==> src/rtl/asym_ram_pkg.sv <==
package asym_ram_pkg;

    typedef enum logic [1:0] {
        SIDE_EQUAL   = 2'd0,
        SIDE_WR_WIDE = 2'd1,
        SIDE_RD_WIDE = 2'd2
    } width_side_e;

    function automatic int abs_log(input int lg);
        return (lg < 0) ? -lg : lg;
    endfunction

    function automatic int rd_width_of(input int wr_w, input int lg);
        return (lg >= 0) ? (wr_w >> lg) : (wr_w << (-lg));
    endfunction

    function automatic int rd_depth_of(input int wr_d, input int lg);
        return (lg >= 0) ? (wr_d << lg) : (wr_d >> (-lg));
    endfunction

    function automatic int addr_bits(input int depth);
        return (depth <= 2) ? 1 : $clog2(depth);
    endfunction

    function automatic int min_of(input int a, input int b);
        return (a < b) ? a : b;
    endfunction

    function automatic width_side_e side_of(input int lg);
        if (lg > 0)
            return SIDE_WR_WIDE;
        else if (lg < 0)
            return SIDE_RD_WIDE;
        else
            return SIDE_EQUAL;
    endfunction

endpackage

==> src/rtl/asym_ram_addr_hold.sv <==
module asym_ram_addr_hold #(
    parameter int AW = 4
) (
    input  logic          clk,
    input  logic          rst,
    input  logic          cap,
    input  logic [AW-1:0] addr_in,
    output logic [AW-1:0] addr_eff,
    output logic [AW-1:0] addr_q
);

    // Effective address: the live input while capturing, else the held one.
    assign addr_eff = cap ? addr_in : addr_q;

    always_ff @(posedge clk) begin
        if (rst)
            addr_q <= '0;
        else
            addr_q <= addr_eff;
    end

endmodule

==> src/rtl/asym_ram_lane_bank.sv <==
module asym_ram_lane_bank #(
    parameter int W     = 16,
    parameter int DEPTH = 8,
    parameter int AW    = 3
) (
    input  logic          clk,
    input  logic          we,
    input  logic [AW-1:0] wrow,
    input  logic [W-1:0]  wdata,
    input  logic [W-1:0]  wmask,
    input  logic [AW-1:0] rrow,
    output logic [W-1:0]  rdata
);

    logic [W-1:0] mem [DEPTH];

    always_ff @(posedge clk) begin
        if (we)
            mem[wrow] <= (mem[wrow] & ~wmask) | (wdata & wmask);
    end

    assign rdata = mem[rrow];

endmodule

==> src/rtl/asym_ram_rd_reg.sv <==
module asym_ram_rd_reg #(
    parameter int W = 16
) (
    input  logic         clk,
    input  logic         rst,
    input  logic         en,
    input  logic [W-1:0] d,
    output logic [W-1:0] q
);

    always_ff @(posedge clk) begin
        if (rst)
            q <= '0;
        else if (en)
            q <= d;
    end

endmodule

==> src/rtl/asym_sdp_ram.sv <==
module asym_sdp_ram
    import asym_ram_pkg::*;
#(
    parameter int WR_WIDTH   = 16,
    parameter int WR_DEPTH   = 8,
    parameter int RATIO_LOG2 = 0,
    parameter bit BYTE_EN    = 1'b0,
    parameter bit DUAL_CLK   = 1'b0,
    localparam int RD_WIDTH  = rd_width_of(WR_WIDTH, RATIO_LOG2),
    localparam int RD_DEPTH  = rd_depth_of(WR_DEPTH, RATIO_LOG2),
    localparam int WR_AW     = addr_bits(WR_DEPTH),
    localparam int RD_AW     = addr_bits(RD_DEPTH),
    localparam int BE_W      = (WR_WIDTH >= 8) ? (WR_WIDTH / 8) : 1
) (
    input  logic                wr_clk,
    input  logic                rd_clk,
    input  logic                rst,
    input  logic                wr_en,
    input  logic                wr_addr_en,
    input  logic [WR_AW-1:0]    wr_addr,
    input  logic [WR_WIDTH-1:0] wr_data,
    input  logic [BE_W-1:0]     wr_be,
    input  logic                rd_en,
    input  logic                rd_addr_en,
    input  logic [RD_AW-1:0]    rd_addr,
    output logic [RD_WIDTH-1:0] rd_data
);

    localparam int          LOG_R  = abs_log(RATIO_LOG2);
    localparam int          R      = 1 << LOG_R;
    localparam int          NW     = min_of(WR_WIDTH, RD_WIDTH);
    localparam int          ROW_D  = min_of(WR_DEPTH, RD_DEPTH);
    localparam int          ROW_AW = addr_bits(ROW_D);
    localparam width_side_e SIDE   = side_of(RATIO_LOG2);

    typedef struct packed {
        logic              we;
        logic [ROW_AW-1:0] row;
        logic [NW-1:0]     data;
        logic [NW-1:0]     mask;
    } lane_wr_t;

    // Clock selection
    logic rd_clk_i;

    generate
        if (DUAL_CLK) begin : g_dual_clk
            assign rd_clk_i = rd_clk;
        end else begin : g_single_clk
            logic rd_clk_unused;
            assign rd_clk_unused = rd_clk;
            assign rd_clk_i      = wr_clk;
        end
    endgenerate

    // Address registers
    logic [WR_AW-1:0] wr_addr_eff;
    logic [WR_AW-1:0] wr_addr_q;
    logic [RD_AW-1:0] rd_addr_eff;
    logic [RD_AW-1:0] rd_addr_q;

    asym_ram_addr_hold #(.AW(WR_AW)) u_wr_hold (
        .clk      (wr_clk),
        .rst      (1'b0),
        .cap      (wr_addr_en),
        .addr_in  (wr_addr),
        .addr_eff (wr_addr_eff),
        .addr_q   (wr_addr_q)
    );

    asym_ram_addr_hold #(.AW(RD_AW)) u_rd_hold (
        .clk      (rd_clk_i),
        .rst      (rst),
        .cap      (rd_addr_en),
        .addr_in  (rd_addr),
        .addr_eff (rd_addr_eff),
        .addr_q   (rd_addr_q)
    );

    // Bit mask from byte-group enables
    logic [WR_WIDTH-1:0] wr_mask;

    generate
        if (BYTE_EN) begin : g_be_on
            for (genvar b = 0; b < WR_WIDTH; b++) begin : g_bit
                assign wr_mask[b] = wr_be[b / 8];
            end
        end else begin : g_be_off
            logic be_unused;
            assign be_unused = ^wr_be;
            assign wr_mask   = '1;
        end
    endgenerate

    // Read row selection and lane data
    logic [ROW_AW-1:0]   rd_row;
    logic [NW-1:0]       lane_rd [R];
    logic [RD_WIDTH-1:0] rd_next;
    logic [R-1:0]        bank_we_vec;

    generate
        if (SIDE == SIDE_WR_WIDE) begin : g_rd_narrow
            logic [LOG_R-1:0] rd_sel;
            assign rd_row  = ROW_AW'(rd_addr_eff >> LOG_R);
            assign rd_sel  = rd_addr_eff[LOG_R-1:0];
            assign rd_next = lane_rd[rd_sel];
        end else begin : g_rd_wide
            assign rd_row = ROW_AW'(rd_addr_eff);
            for (genvar j = 0; j < R; j++) begin : g_cat
                assign rd_next[j*NW +: NW] = lane_rd[j];
            end
        end
    endgenerate

    // Lanes
    generate
        for (genvar j = 0; j < R; j++) begin : g_lane
            lane_wr_t lw;

            if (SIDE == SIDE_RD_WIDE) begin : g_wr_narrow
                always_comb begin
                    lw.we   = wr_en && (wr_addr_eff[LOG_R-1:0] == LOG_R'(j));
                    lw.row  = ROW_AW'(wr_addr_eff >> LOG_R);
                    lw.data = wr_data;
                    lw.mask = wr_mask;
                end
            end else begin : g_wr_wide
                always_comb begin
                    lw.we   = wr_en;
                    lw.row  = ROW_AW'(wr_addr_eff);
                    lw.data = wr_data[j*NW +: NW];
                    lw.mask = wr_mask[j*NW +: NW];
                end
            end

            assign bank_we_vec[j] = lw.we;

            asym_ram_lane_bank #(
                .W     (NW),
                .DEPTH (ROW_D),
                .AW    (ROW_AW)
            ) u_bank (
                .clk   (wr_clk),
                .we    (lw.we),
                .wrow  (lw.row),
                .wdata (lw.data),
                .wmask (lw.mask),
                .rrow  (rd_row),
                .rdata (lane_rd[j])
            );
        end
    endgenerate

    // Output register
    asym_ram_rd_reg #(.W(RD_WIDTH)) u_rd_reg (
        .clk (rd_clk_i),
        .rst (rst),
        .en  (rd_en),
        .d   (rd_next),
        .q   (rd_data)
    );

endmodule

==> config.mk <==
export PLATFORM = sky130hd
export DESIGN_NAME = asym_sdp_ram
export DESIGN_NICKNAME = d
export VERILOG_FILES = /design/src/rtl/asym_ram_pkg.sv /design/src/rtl/asym_ram_addr_hold.sv /design/src/rtl/asym_ram_lane_bank.sv /design/src/rtl/asym_ram_rd_reg.sv /design/src/rtl/asym_sdp_ram.sv
export SDC_FILE = /design/constraint.sdc
export NUM_CORES = 1
export LEC_CHECK = 0
export ABC_AREA = 1
export BUFFER_PORTS_ARGS = -buffer_cell sky130_fd_sc_hd__buf_2
export CORE_MARGIN = 3
export CORE_UTILIZATION = 50
export CTS_BUF_LIST = sky130_fd_sc_hd__clkbuf_16
export CTS_CLUSTER_SIZE = 12
export DETAILED_ROUTE_END_ITERATION = 6
export GPL_ROUTABILITY_DRIVEN = 0
export GPL_TIMING_DRIVEN = 0
export HOLD_SLACK_MARGIN = 0.03
export MAX_ROUTING_LAYER = met4
export PLACE_DENSITY = 0.68
export SLEW_MARGIN = 20
export SYNTH_ARGS = -nofsm -noshare
export SYNTH_HDL_FRONTEND = slang
export SYNTH_HIERARCHICAL = 1
export SYNTH_SLANG_ARGS = --single-unit
==> constraint.sdc <==
create_clock -name wr_clk -period 2.5 [get_ports wr_clk]
set_input_delay 0.25 -clock wr_clk [delete_from_list [all_inputs] [get_ports wr_clk]]
set_output_delay 0.25 -clock wr_clk [all_outputs]
set_load 0.05 [all_outputs]
== Word-level counts from Yosys, hierarchy flattened ==
Memories as Yosys holds them, arrays and structs flattened. A register that Yosys moved wholly into a read port is not among the register bits.
Index checks and enable logic that the tools add are counted.
Word-level totals
  register bits: 6
  RAM bits: 128
  input bits: 31
  output and inout bits: 16
  memories kept: 1
Memories
  g_lane[0].u_bank.mem: words 8, width 16, rd ports 1, clocked after Yosys merged registers in 1, write ports 1, line asym_ram_lane_bank.sv:15  | logic [W-1:0] mem [DEPTH];
Cells by class
  multiplexer cells: 4
Operator list (number)
  $mux 3: 2
  $mux 1: 2

== Longest topological paths before layout ==
  depth in word-level cells: 2
  depth in mapped cells: 15

== Cells and area by module ==
The synthesis kept the hierarchy.
Modules (own cells, without submodules)
  asym_ram_lane_bank: times used 1, cells an instance 763, area an instance 6665.1 µm², seq. area each 3843.7 µm²
  asym_ram_rd_reg: times used 1, cells an instance 101, area an instance 670.6 µm², seq. area each 320.3 µm²
  asym_ram_addr_hold: times used 2, cells an instance 25, area an instance 145.1 µm², seq. area each 60.1 µm²
  asym_sdp_ram: times used 1, cells an instance 2, area an instance 7.5 µm², seq. area each 0.0 µm²

== Worst setup path after synthesis ==
Ideal clock, no wire load.
  kind: register to register
  from: reg u_wr_hold.addr_q[0]
  to: mem g_lane[0].u_bank.mem[4][0], enable pin
  setup time: 0.389 ns
  arrival: 1.793 ns
  path slack: 0.318 ns
  stages on the path, launching flop included: 11
  path buffers: 3
  clock period less this slack: 2.182 ns
  path through: dfxtp_1 > inv_1 > nand2_1 > nand2_1 > inv_1 > buf_2 > inv_2 > buf_4 > buf_2 > nand2_1 > nor2_1
On the way
  word-level cells in the longest chain between the ends: 1
Ends and longest elaborated chain
  from (decl): line asym_ram_addr_hold.sv:9  | output logic [AW-1:0] addr_q
  from (signal assigned): line asym_ram_addr_hold.sv:19  | addr_q <= addr_eff;
  $mux 3: line asym_ram_addr_hold.sv:13  | assign addr_eff = cap ? addr_in : addr_q;
  net wr_addr_eff[0]: line asym_sdp_ram.sv:57  | logic [WR_AW-1:0] wr_addr_eff;
  to (decl): line asym_ram_lane_bank.sv:15
The timed path passes the listed nets, and every way through them passes these cells.

== Worst setup path after layout ==
  from: reg u_wr_hold.addr_q[0]
  to: mem g_lane[0].u_bank.mem[0][12], enable pin
Same word-level chain as after synthesis.

==> results.yml <==
clock_network:
  cts_root_buf: "clkbuf_16"
  cts_made_buffers: 17
  clock-sinks: 150
  cts.clk_slew.worst_paths_ns: 0.06
  cts_tree: "done"
  clockBufferDepth: 2
  clk_latency_ns: 0.43
  htreeDepth: 4
floorplan:
  die_h_um: 130
  ioPinCount: 47
  die_x_um: 130
  core-area_mm2: 0.0148
  start_util_pct: 51.7
  row_count: 44
  die-area_mm2: 0.0168
synthesis:
  synth_largest_area_cell: "edfxtp_1"
  avgSynthCellArea_um2: 8.33
  synth_warnings: 6
  synth_cell_types: 22
  synth_area_leaders: "edfxtp_1 (50%), nand2_1 (11%), inv_1 (6.9%)"
  synth_seq_cells: 150
  seq_area_frac_synth_pct: 56.1
  synthCells: 916
  syn_area_mm2: 0.00763
  synth_top_area_share_pct: 50.4
timing:
  maxSlewViolCount: 0
  relSlewSlack_pct: 44.5
  setup_violations: 0
  tns_ns: 0
  tightest_slew_ns: 0.832
  hold_violations: 0
  timing.final.crit_share_pct: 99.5
  rsz0062_at_grt: "true"
  min_period_ns: 2.49
  finalClockSkew_ns: 0.00627
  max_freq_ghz: 0.402
  whs_ns: 0.133
finish:
  area_growth_pct: 17.0
  seq_area_mm2: 0.00428
  finalInstanceArea_mm2: 0.00893
  diodes: 0
  multi_input_area_mm2: 0.00266
  final_nets: 1042
  fin_util_pct: 60.5
  drive_above_1_share_pct: 15.3
  nFillCells: 1282
run_status:
  outcome: "finished, final reports clean"
global_route:
  grt_pass1_wl_um: 32700
  grtUsageTotal_pct: 27.4
  grt_max_degree: 17
  gr-total-overflow: 0
  antenna_found_initial: 0
  grt_pass1_vias: 6089
drt:
  drc_errors: 0
  drt_first_pass_iters: 6
  vias: 6436
  vias_per_cell: 5.33
  drt-wirelength-per-cell_um: 17.9
  detail-route-antenna-nets: 0
  wl_um: 21600
  drt_iter0_drc: 843
worst_setup_path:
  worstSetupStartpointType: "flop"
  critPathArrivalTime_ns: 2.62
  cp_max_fo: 11
  cpMaxStageDelayCell: "nor2_2"
  crit_top_cell: "nand2_1"
  path_class: "flop to flop"
  critPathRequiredTime_ns: 2.63
  cp_slowest_stage_delay_ns: 0.44
  worstPathCellList: "inv_1 > nand2_1 > nand2_1 > inv_1 > buf_2 > inv_2 > buf_4 > buf_2 > nand2_1 > nor2_2 > buf_6"
  end_kind: "flop"
hold_path:
  worstHoldPathType: "input pin to flop"
power:
  leakage_nw: 4.14
  power_density_mw_per_mm2: 734
  power_mw: 6.55
  ir_drop_uv: 537
place:
  hpwl_um: 14300
  io_buffers: 43
  placed_cell_area_mm2: 0.00826
run:
  maxCapViolCount: 0
==> cell type report <==
cell class | count | area share, %
Sequential cell | 150 | 48.0
Clock inverter | 15 | 1.84
Tap cell | 184 | 2.58
Timing Repair Buffer | 58 | 4.12
Multi-Input combinational cell | 590 | 29.8
Clock buffer | 17 | 4.76
Inverter | 150 | 6.30
Buffer | 44 | 2.68
==> power breakdown <==
group	switching (mW)	internal, mW	total, mW
Clock	0.997	1.55	2.55
Sequential	0.0350	2.87	2.91
Combinational	0.802	0.296	1.10
==> state kept, by name, summed over array words and instances (netlist names) <==
register	cells
u_rd_hold/addr_q	3
u_rd_reg/q	16
g_lane.u_bank/mem	128
u_wr_hold/addr_q	3
==> synthesized netlist by cell type, drive strengths merged <==
cell type,count
a21oi,43
dfxtp,22
o21ai,67
clkbuf,24
edfxtp,128
buf,20
o22ai,13
nor2,119
nand3,88
nand2,228
inv,150
conb,2
or2,12
==> path summary, 6_finish.rpt <==
path | start | end | slack [ns] | cells past startpoint
setup / recovery | u_wr_hold/addr_q[0]$_SDFF_PP0_ | g_lane[0].u_bank/mem[0][12]$_DFFE_PP_ | 0.01 | 11
setup reg to reg | u_wr_hold/addr_q[0]$_SDFF_PP0_ | g_lane[0].u_bank/mem[0][12]$_DFFE_PP_ | 0.01 | 11
hold / removal | wr_addr[0] | u_wr_hold/addr_q[0]$_SDFF_PP0_ | 0.13 | 5
hold reg to reg | u_rd_reg/q[14]$_SDFFE_PP0P_ | u_rd_reg/q[14]$_SDFFE_PP0P_ | 0.47 | 2
==> critical path, delay by kind of cell, from the launching register on <==
family	cells	cell delay [ns]
AND/OR/NAND/NOR	4	0.78
flip-flops	1	0.30
buffers and inverters	7	1.09
==> kinds of logic (layout without fill, tap and decap cells) <==
family	count (synthesis)	count (layout)	share of synthesized area, %
compound gates	123	123	8.28
buf+inv	194	284	10.5
simple gates	447	447	25.0
flops	150	150	56.1
other cells	2	20	0.0984
==> per-stage QoR <==
step                cells  worst slack (ns)
floorplan             934             0.318
detailed placement   1169            -0.125
finish               1208            0.0113
global placement     1161            -0.930
global route         1208           -0.0783
CTS                  1202           -0.0437
==> repair_timing <==
item,CTS,global route
hold buffers,1,0
endpoints found under the setup margin,32,78
hold endpoints to repair,3,0
buffers inserted,0,6
resized for setup,0,5
pin swaps,0,3
==> metal layers <==
metal | share of wire, % | vias to the layer above | wire, um | GRT usage, %
met5 | 0 | - | 0 | -
met4 | 4.1 | 0 | 887 | 12.3
met3 | 11 | 70 | 2340 | 6.72
met2 | 44 | 378 | 9530 | 41.5
met1 | 41 | 2893 | 8890 | 35.0
li1 | - | 3095 | - | -
==> layout by cell type (no fill, tap or decap), types with 3 or more instances in the layout <==
master and count:
a21oi_1 43, buf_2 53, buf_4 11, buf_6 9
bufinv_16 3, clkbuf_1 24, clkbuf_16 17, clkinv_2 3
clkinvlp_4 4, conb_1 20, dfxtp_1 22, edfxtp_1 128
inv_1 142, inv_2 9, nand2_1 223, nand2_2 5
nand3_1 79, nand3_2 9, nor2_1 103, nor2_2 9
nor2_4 7, o21ai_0 65, o22ai_1 13, or2_2 12
Power figures use the tool's default switching activity.
